`src/rtl/frame_rx_pkg.sv`:
```
package frame_rx_pkg;
  typedef enum logic [1:0] {
    RX_IDLE  = 2'd0,
    RX_BITS  = 2'd1,
    RX_STOP  = 2'd2,
    RX_ERRW  = 2'd3
  } rx_state_t;
endpackage

```
`src/rtl/frame_rx_ctrl.sv`:
```
module frame_rx_ctrl
  import frame_rx_pkg::*;
#(
  parameter int DATA_BITS = 3
) (
  input  logic                 clk,
  input  logic                 rst,
  input  logic                 ser_in,
  input  logic                 ack_n,
  output logic [DATA_BITS-1:0] jk_j,
  output logic [DATA_BITS-1:0] jk_k,
  output logic                 ok_set,
  output logic                 ok_clr,
  output logic                 err_set,
  output logic                 err_clr
);
  localparam int CNT_W = (DATA_BITS > 1) ? $clog2(DATA_BITS) : 1;
  localparam logic [CNT_W-1:0] LAST_IDX = CNT_W'(DATA_BITS - 1);

  rx_state_t        state_q, state_d;
  logic [CNT_W-1:0] idx_q, idx_d;
  logic [DATA_BITS-1:0] sel;

  always_ff @(posedge clk) begin
    if (rst) begin
      state_q <= RX_IDLE;
      idx_q   <= '0;
    end else begin
      state_q <= state_d;
      idx_q   <= idx_d;
    end
  end

  always_comb begin
    state_d = state_q;
    idx_d   = idx_q;
    sel     = '0;
    ok_set  = 1'b0;
    ok_clr  = 1'b0;
    err_set = 1'b0;
    err_clr = 1'b0;
    unique case (state_q)
      RX_IDLE: begin
        if (ser_in) begin
          state_d = RX_BITS;
          idx_d   = '0;
          ok_clr  = 1'b1;
        end else if (!ack_n) begin
          ok_clr = 1'b1;
        end
      end
      RX_BITS: begin
        sel[idx_q] = 1'b1;
        if (idx_q == LAST_IDX) begin
          state_d = RX_STOP;
        end else begin
          idx_d = idx_q + 1'b1;
        end
      end
      RX_STOP: begin
        if (ser_in) begin
          err_set = 1'b1;
          state_d = RX_ERRW;
        end else begin
          ok_set  = 1'b1;
          state_d = RX_IDLE;
        end
      end
      RX_ERRW: begin
        if (!ser_in) begin
          err_clr = 1'b1;
          state_d = RX_IDLE;
        end
      end
      default: state_d = RX_IDLE;
    endcase
  end

  generate
    for (genvar g = 0; g < DATA_BITS; g++) begin : g_jk
      assign jk_j[g] = sel[g] & ser_in;
      assign jk_k[g] = sel[g] & ~ser_in;
    end
  endgenerate
endmodule

```
`src/rtl/frame_rx_jk_bank.sv`:
```
module frame_rx_jk_bank #(
  parameter int DATA_BITS = 3
) (
  input  logic                 clk,
  input  logic                 rst,
  input  logic [DATA_BITS-1:0] j_in,
  input  logic [DATA_BITS-1:0] k_in,
  output logic [DATA_BITS-1:0] q_out
);
  generate
    for (genvar g = 0; g < DATA_BITS; g++) begin : g_ff
      always_ff @(posedge clk) begin
        if (rst) q_out[g] <= 1'b0;
        else     q_out[g] <= (j_in[g] & ~q_out[g]) | (~k_in[g] & q_out[g]);
      end
    end
  endgenerate
endmodule

```
`src/rtl/frame_rx_flags.sv`:
```
module frame_rx_flags (
  input  logic clk,
  input  logic rst,
  input  logic ok_set,
  input  logic ok_clr,
  input  logic err_set,
  input  logic err_clr,
  output logic ok_q,
  output logic err_q
);
  always_ff @(posedge clk) begin
    if (rst) begin
      ok_q  <= 1'b0;
      err_q <= 1'b0;
    end else begin
      if (ok_set)       ok_q <= 1'b1;
      else if (ok_clr)  ok_q <= 1'b0;
      if (err_set)      err_q <= 1'b1;
      else if (err_clr) err_q <= 1'b0;
    end
  end
endmodule

```
`src/rtl/frame_rx.sv`:
```
module frame_rx #(
  parameter int DATA_BITS = 3
) (
  input  logic                 clk,
  input  logic                 rst,
  input  logic                 ser_in,
  input  logic                 ack_n,
  output logic [DATA_BITS-1:0] rx_data,
  output logic                 ok_flag,
  output logic                 err_flag
);
  logic [DATA_BITS-1:0] jk_j, jk_k;
  logic ok_set, ok_clr, err_set, err_clr;

  frame_rx_ctrl #(.DATA_BITS(DATA_BITS)) u_ctrl (
    .clk(clk), .rst(rst), .ser_in(ser_in), .ack_n(ack_n),
    .jk_j(jk_j), .jk_k(jk_k),
    .ok_set(ok_set), .ok_clr(ok_clr), .err_set(err_set), .err_clr(err_clr)
  );

  frame_rx_jk_bank #(.DATA_BITS(DATA_BITS)) u_bank (
    .clk(clk), .rst(rst), .j_in(jk_j), .k_in(jk_k), .q_out(rx_data)
  );

  frame_rx_flags u_flags (
    .clk(clk), .rst(rst),
    .ok_set(ok_set), .ok_clr(ok_clr), .err_set(err_set), .err_clr(err_clr),
    .ok_q(ok_flag), .err_q(err_flag)
  );
endmodule

```
`config.mk`:
```
export PLATFORM = sky130hd
export DESIGN_NAME = frame_rx
export DESIGN_NICKNAME = d
export VERILOG_FILES = /design/src/rtl/frame_rx_pkg.sv /design/src/rtl/frame_rx_ctrl.sv /design/src/rtl/frame_rx_jk_bank.sv /design/src/rtl/frame_rx_flags.sv /design/src/rtl/frame_rx.sv
export SDC_FILE = /design/constraint.sdc
export NUM_CORES = 1
export LEC_CHECK = 0
export ABC_AREA = 0
export CORE_AREA = 3 3 40 42
export CTS_BUF_LIST = sky130_fd_sc_hd__clkbuf_16
export DETAILED_ROUTE_END_ITERATION = 6
export DIE_AREA = 0 0 43 45
export GPL_TIMING_DRIVEN = 1
export SETUP_SLACK_MARGIN = 0.15
export SLEW_MARGIN = 20
export SYNTH_ARGS = -nofsm -noshare
export SYNTH_HDL_FRONTEND = slang
export SYNTH_SLANG_ARGS = --single-unit
```
`constraint.sdc`:
```
create_clock -name clk -period 3.4 [get_ports clk]
set_input_delay 0.51 -clock clk [delete_from_list [all_inputs] [get_ports clk]]
set_output_delay 0.51 -clock clk [all_outputs]
set_load 0.01 [all_outputs]
```
Word level (Yosys, flattened, before mapping)
Cells that the tools add are included.
Widths: inputs -> output; s select.
{"block": "op_classes", "n_addsub": 1, "order_cmp": 2, "n_eq_ne": 8, "muxes": 23, "bitwise_logic": 22, "n_reduce_logical": 7}
{"op": "$mux 1", "n": 13}
{"op": "$and 1x1->1", "n": 12}
{"op": "$mux 2", "n": 6}
{"op": "$pmux 2 s4", "n": 1}
{"op": "$not 1->1", "n": 7}
{"op": "$eq 2x2->1 const B", "n": 3}
{"op": "$ne 2x2->1 const B", "n": 3}
{"op": "$reduce_and 3->1", "n": 2}
{"op": "$reduce_bool 2->1", "n": 3}
{"op": "$pmux 2 s2", "n": 1}
{"op": "$lt 2x3->1 const B", "n": 1}
{"op": "$mux 3", "n": 1}
{"op": "$or 1x1->1", "n": 3}
{"op": "$add 2x1->2 const B", "n": 1}
{"op": "$demux 1 s2", "n": 1}
{"op": "$eq 2x1->1 const B", "n": 1}
{"op": "$ge 2x1->1 const B", "n": 1}
{"op": "$logic_not 2->1", "n": 1}
{"op": "$ne 2x1->1 const B", "n": 1}
{"op": "$logic_and 1x1->1", "n": 1}
{"block": "word_totals", "register_bits": 9, "out_inout_bits": 5, "word_cells": 70}

Logic depth before layout (Yosys ltp)
Gate-level depths: netlist (run 1).
{"block": "depth", "word_depth": 9, "depth_mapped": 5}

By module
From an unflattened synthesis (run 1), not the netlist that was laid out.
{"block": "unflattened", "hier_cells": 57, "area_unflattened_um2": 514.2}
{"module": "frame_rx_ctrl", "instances": 1, "cells_per_inst": 37, "area_per_inst_um2": 320.3, "seq_area_each_um2": 80.1}
{"module": "frame_rx_jk_bank", "instances": 1, "cells_per_inst": 12, "area_per_inst_um2": 123.9, "seq_area_each_um2": 60.1}
{"module": "frame_rx_flags", "instances": 1, "cells_per_inst": 8, "area_per_inst_um2": 70.1, "seq_area_each_um2": 40.0}

Worst setup path after synthesis (run 1)
Ideal clock, no wire load.
{"block": "synth_timing", "path_type": "flip-flop to flip-flop", "start": "reg u_ctrl.idx_q[0]", "end": "reg u_ctrl.idx_q[0]", "arrival_time_ns": 1.032, "required_ns": 3.270, "slack_ns": 2.238, "path_stages_with_launch": 6, "n_path_buf": 0, "period_less_slack_ns": 1.162, "cell_sequence": "dfxtp_1 > inv_1 > ha_1 > and3_1 > a31oi_1 > a21oi_1"}
{"block": "synth_via", "elab_chain_cells": 3}
{"item": "start: declaration", "line": "frame_rx_ctrl.sv:21", "rtl": "logic [CNT_W-1:0] idx_q, idx_d;"}
{"item": "start signal: assignment", "line": "frame_rx_ctrl.sv:30", "rtl": "idx_q <= idx_d;"}
{"item": "$add 2x1->2 / $eq 2x2->1 (equally long branches)", "line": "frame_rx_ctrl.sv:57, frame_rx_ctrl.sv:54"}
{"item": "$mux 2 / $ne 2x2->1 (equally long branches)"}
{"item": "$pmux 2 s2 / $reduce_and 3->1 (equally long branches)"}
Several ways; a longest one is shown, not always the timed one. The select of a mux whose other input is x is not followed.
A chain may end at the register's enable or synchronous reset.

Worst setup path after layout (run 1)
{"block": "layout_timing", "start": "reg u_flags.err_q", "end": "out err_flag"}
{"item": "start: declaration", "line": "frame_rx_flags.sv:9", "rtl": "output logic err_q"}
{"item": "start signal: assignment", "line": "frame_rx_flags.sv:14", "rtl": "err_q <= 1'b0;"}
{"item": "start signal: assignment", "line": "frame_rx_flags.sv:18", "rtl": "if (err_set) err_q <= 1'b1;"}
{"item": "start signal: assignment", "line": "frame_rx_flags.sv:19", "rtl": "else if (err_clr) err_q <= 1'b0;"}
{"item": "end: declaration", "line": "frame_rx.sv:10", "rtl": "output logic err_flag"}
No word-level cell between the ends.

==> impl_metrics.yaml, run 1 <==
worst_setup_path:
  startpoint_type: "flop"
  arrival_ns: 1.11
  slowest_delay_ns: 0.54
  reg2reg_slack_ns: 2.09
  crit_buf_inv: 1
  path_cells: "clkdlybuf4s50_1"
  end_kind: "output pin"
  crit_required_ns: 2.89
  critical-path-top-delay-family: "buffers and inverters"
  path_class: "reg2out"
  cp_max_fo: 3
  cp_slowest_cell: "clkdlybuf4s50_1"
logic_synthesis:
  synthTopCellsByCount: "dfxtp_1 (9), nand2_1 (5), nor2_1 (5), a21oi_1 (4)"
  syn_avg_cell_area_um2: 9.06
  synthTopCellsByArea: "dfxtp_1 (41%), ha_1 (8.5%), mux2i_1 (6.8%), a21oi_1 (4.5%), nand3b_4 (4.5%)"
  synth_largest_area_cell: "dfxtp_1"
  synth_cell_types: 19
  yosysMostFrequentCell: "dfxtp_1"
  synth_top_area_share_pct: 40.6
  synth_ff_type: "dfxtp_1"
  synth_edf_count: 0
  yosysWarnings: 0
  synth-async-reset-ratio_pct: 0
  synth-seq-area-share_pct: 40.6
  syn-cell-area_um2: 444
  ys_seq_elements: 9
  syn_nets: 56
  synthCells: 49
cells_and_area:
  multi_input_area_um2: 239
  n_antenna_cell: 0
  design_area_um2: 604
  areaGrowthSynthToFinish_pct: 36.1
  fillerInstances: 129
  nets: 67
  seqCellArea_um2: 180
  drive_above_1_share_pct: 6.78
global_route:
  antenna_found_initial: 0
  grt_pass1_vias: 323
  grt_pass1_wl_mm: 1.46
  grt.total_usage_pct: 11.3
  grt_max_degree: 13
  overflow: 0
timing:
  setup_viol: 0
  period_minus_slack_ns: 1.62
  max_freq_mhz: 616
  slew_violations: 0
  fin_skew_ns: 0.000937
  worst_slew_pin_slew_ns: 0.418
  finalHoldViolations: 0
  fin_crit_sh_pct: 47.7
  setup_tns_ns: 0
  relSlewSlack_pct: 72.1
  rsz0062_at_grt: "no"
place:
  place_area_um2: 526
  gp_congestion: 0.720
  hpwl_um: 592
  io_buffers: 8
hold_path:
  hold_path_class: "reg2reg"
clock_network:
  cts_buffers: 3
  cts_setup_buffers: 0
  clockRootBuffer: "clkbuf_16"
  cts.clk_slew.worst_paths_ns: 0.04
  insertion_delay_ns: 0.23
  hold_buffers: 0
  cts_tree: "done"
  htreeDepth: 1
  cts.sinks: 9
  clockBufferDepth: 2
  cts_resized: 0
routing:
  wl_per_cell_um: 11.8
  drc_errors: 0
  vias: 361
  initialDrtViolationCount: 0
  ant_nets: 0
  vias_per_cell: 4.88
  firstDrtPassIters: 1
  routed_wl_um: 872
floorplan:
  die_h_um: 45
  dieArea_um2: 1940
  design.core.area_um2: 1280
  rows: 13
  start_util_pct: 34.6
  die_w_um: 43
  ioPinCount: 9
outcome:
  status: "completed"
power:
  ir_worst_vdd_mv: 0.516
  p_per_area_nw_per_um2: 565
  power_leakage_nw: 0.272
job:
  drv_cap: 0
[report_power, final]
part	internal, mW	switching, mW	leakage [nW]	total (mW)
registers	0.110	0.00544	0.0732	0.115
logic	0.0121	0.0106	0.157	0.0227
clock network	0.153	0.0496	0.0423	0.203
total	0.275	0.0657	0.272	0.341
[cell type report]
cell class              instances  share of cell area (%)
inverters                       2                    1.24
well taps                      15                    3.11
multi-input cells              36                    39.5
clock inverters                 1                   0.621
flip-flops and latches          9                    29.8
clock buffers                   3                    12.4
repair buffers                  8                    13.3
[metal layers]
layer  global-route usage (%)  share of wire, %  vias to the layer above
met5                        0                 0                        -
met1                     12.7                47                      162
met2                     15.6                43                        9
met3                     7.57               7.2                        4
met4                     7.23               2.5                        0
li1                         -                 -                      186
[cells in the final DEF (no fill, tap or decap)]
cell type | Yosys | final
o21bai_1 | 2 | 2
o21ai_0 | 3 | 3
inv_1 | 2 | 3
nand3b_4 | 1 | 1
mux2i_1 | 3 | 3
dfxtp_1 | 9 | 9
nor2_1 | 5 | 5
and2b_1 | 1 | 1
nand3_1 | 2 | 2
clkdlybuf4s50_1 | 0 | 8
a31oi_1 | 2 | 2
nand2_1 | 5 | 5
clkbuf_16 | 0 | 3
nand3b_1 | 2 | 2
ha_1 | 3 | 3
and2_1 | 1 | 1
nor2b_1 | 1 | 1
and3_1 | 1 | 1
a21oi_1 | 4 | 4
[worst reg2reg max path: stages, from the launching register on]
cell     delay [ns]
dfxtp_1        0.37
inv_1          0.10
ha_1           0.28
and3_1         0.21
a31oi_1        0.14
a21oi_1        0.08
[per-stage QoR]
stage | util (%) | power, mW | cells | worst slack [ns] | hold WS, ns
final | 47.0 | 0.341 | 74 | 1.78 | 0.472
after global placement | 40.9 | 0.139 | 70 | 1.84 | 0.463
after detailed placement | 40.9 | 0.139 | 70 | 1.79 | 0.475
after floorplan | - | 0.131 | 49 | 2.24 | 0.462
after CTS | 47.0 | 0.346 | 74 | 1.76 | 0.479
after global routing | 47.0 | 0.355 | 74 | 1.73 | 0.500
[cell families after synthesis]
family,share of synthesized area (%)
simple gates,24.5
compound gates,14.1
mux,6.76
fa+ha+maj,8.45
buf+inv,5.63
flops,40.6
[final timing paths]
check / from / to / depth (start not counted)
max: u_flags.err_q$_SDFFE_PP0P_ / err_flag / 1
min: u_flags.err_q$_SDFFE_PP0P_ / u_flags.err_q$_SDFFE_PP0P_ / 2
max reg2reg: u_ctrl.idx_q[0]$_SDFFE_PP0P_ / u_ctrl.idx_q[0]$_SDFFE_PP0P_ / 5
min reg2reg: u_flags.err_q$_SDFFE_PP0P_ / u_flags.err_q$_SDFFE_PP0P_ / 2
(Power assumes the default switching activity.)
==> run 2, diff against run 1 <==
==> constraint.sdc (replaced) <==
create_clock -name clk -period 1.4 [get_ports clk]
set_input_delay 0.21 -clock clk [delete_from_list [all_inputs] [get_ports clk]]
set_output_delay 0.21 -clock clk [all_outputs]
set_load 0.01 [all_outputs]
==> run 2 against run 1 <==
Net effect: first-iteration DRC count rose by 5; final cell count increased by 1.4%; routed wire length shrank 1.4%; non-clock buffer count is 1 higher; count of clock-buffer cells in the layout did not move; sequential share of layout area shrank 0.10 points; total power grew 140%; combinational power grew to 2.6 times the previous value; register-to-register slack got worse by 1.8 ns; clock power up 150%; critical endpoint is now u_ctrl.idx_q[0]$_SDFFE_PP0P_; via count shrank 1.9%.
==> impl_metrics.yaml, run 2 (same netlist as run 1, synthesis figures left out) <==
global_route:
  grt.total_usage_pct: 10.8
  overflow: 0
  grt_pass1_wl_mm: 1.39
  grt_max_degree: 11
  antenna_found_initial: 0
  grt_pass1_vias: 330
worst_setup_path:
  path_class: "reg2reg"
  crit-reg2reg-launch: "u_ctrl.idx_q[0]$_SDFFE_PP0P_"
  arrival_ns: 1.25
  reg2reg_slack_ns: 0.25
  cp_max_fo: 4
  startpoint_type: "flop"
  end_kind: "flop"
  r2r_end: "u_ctrl.idx_q[0]$_SDFFE_PP0P_"
  crit_required_ns: 1.50
  r2r_cells: 5
routing:
  ant_nets: 0
  wl_per_cell_um: 11.5
  vias_per_cell: 4.72
  firstDrtPassIters: 2
  initialDrtViolationCount: 5
  drc_errors: 0
  routed_wl_um: 860
  vias: 354
hold_path:
  min_to: "u_flags.err_q$_SDFFE_PP0P_"
  hold_path_class: "reg2reg"
  holdPathStages: 2
  worstHoldStart: "u_flags.err_q$_SDFFE_PP0P_"
timing:
  slew_violations: 0
  finalHoldViolations: 0
  fin_skew_ns: 0.00181
  period_minus_slack_ns: 1.15
  max_freq_mhz: 867
  setup_tns_ns: 0
  worst_slew_pin_slew_ns: 0.333
  fin_crit_sh_pct: 82.3
  rsz0062_at_grt: "no"
  setup_viol: 0
  relSlewSlack_pct: 77.7
cells_and_area:
  stdcell_count: 75
  nets: 68
  drive_above_1_share_pct: 13.3
  areaGrowthSynthToFinish_pct: 37.5
  design_area_um2: 611
  n_antenna_cell: 0
  fillerInstances: 126
  final_cell_mix: "dfxtp_1 (8), nand2_1 (5), nor2_1 (5), dlygate4sd2_1 (5), a21oi_1 (4)"
  layout_commonest_cell: "dfxtp_1"
power:
  p_comb_share_pct: 7.1
  pwr-share-seq_pct: 33.2
  ir_worst_vdd_mv: 0.673
  clkPwrFrac_pct: 59.7
  p_per_area_nw_per_um2: 1370
  swShare_pct: 19.4
  power_leakage_nw: 0.298
  finalPower_mw: 0.835
  p_int_mw: 0.673
  switching_power_mw: 0.162
job:
  drv_cap: 0
floorplan:
  die_h_um: 45
  design.core.area_um2: 1280
  ioPinCount: 9
  dieArea_um2: 1940
  die_w_um: 43
  rows: 13
  start_util_pct: 34.6
clock_network:
  cts.sinks: 9
  hold_buffers: 0
  htreeDepth: 1
  cts_tree: "done"
  clockRootBuffer: "clkbuf_16"
  cts_buffers: 3
  clockBufferDepth: 2
  cts.clk_slew.worst_paths_ns: 0.04
  insertion_delay_ns: 0.23
  cts_setup_buffers: 0
place:
  gp_congestion: 0.732
  place_area_um2: 533
  hpwl_um: 592
  io_buffers: 8
  place_inst: 71
outcome:
  status: "completed"
[run 2: how the worst max path moves through the flow]
stage                                             from                           end  slack, ns  depth (start not counted)
after floorplan           u_ctrl.idx_q[0]$_SDFFE_PP0P_  u_ctrl.idx_q[0]$_SDFFE_PP0P_       0.24                          5
after global placement                          ser_in  u_ctrl.idx_q[0]$_SDFFE_PP0P_       0.09                          4
after detailed placement                        ser_in  u_ctrl.idx_q[1]$_SDFFE_PP0P_       0.09                          4
after CTS                 u_ctrl.idx_q[0]$_SDFFE_PP0P_  u_ctrl.idx_q[0]$_SDFFE_PP0P_       0.20                          5
after global routing      u_ctrl.idx_q[0]$_SDFFE_PP0P_  u_ctrl.idx_q[0]$_SDFFE_PP0P_       0.16                          5
final                     u_ctrl.idx_q[0]$_SDFFE_PP0P_  u_ctrl.idx_q[0]$_SDFFE_PP0P_       0.25                          5
[run 2: cell type report]
class	instances	area, um2	area share, %
Multi-Input combinational cell	36	241	39.5
Sequential cell	9	181	29.7
Clock inverter	1	5.00	0.820
Tap cell	15	18.8	3.07
Inverter	2	7.51	1.23
Timing Repair Buffer	9	81.3	13.3
Clock buffer	3	75.1	12.3
[run 2: critical path, cell delays in order, from the launching register on]
cell	delay, ns
dfxtp_2	0.34
inv_1	0.07
ha_2	0.22
and3_1	0.18
a31oi_1	0.13
a21oi_1	0.08
[run 2: power groups by stage]
stage	Combinational [mW]	Clock [mW]	Sequential (mW)
2_1_floorplan	0.0407	0	0.278
3_3_place_gp	0.0616	0	0.281
3_5_place_dp	0.0612	0	0.281
4_1_cts	0.0601	0.517	0.276
5_1_grt	0.0663	0.530	0.278
6_report	0.0593	0.498	0.277
[run 2: per-layer routing]
metal | vias up | wire length [um] | GRT usage (%)
li1 | 189 | - | -
met1 | 155 | 395 | 12.1
met2 | 8 | 385 | 13.5
met3 | 2 | 62 | 6.37
met4 | 0 | 17 | 10.8
met5 | - | 0 | 0
[run 2: what timing repair did]
item                       CTS  global route
gates cloned                 0             0
setup endpoints to repair    6             2
pin swaps                    0             0
resized for setup            6             1
[run 2: per-stage QoR]
stage	hold WS (ns)	util [%]	worst slack (ns)
CTS	0.472	47.4	0.204
finish	0.467	47.5	0.247
detailed placement	0.470	41.5	0.0865
floorplan	0.346	-	0.238
global placement	0.455	41.5	0.0879
global route	0.482	47.5	0.156
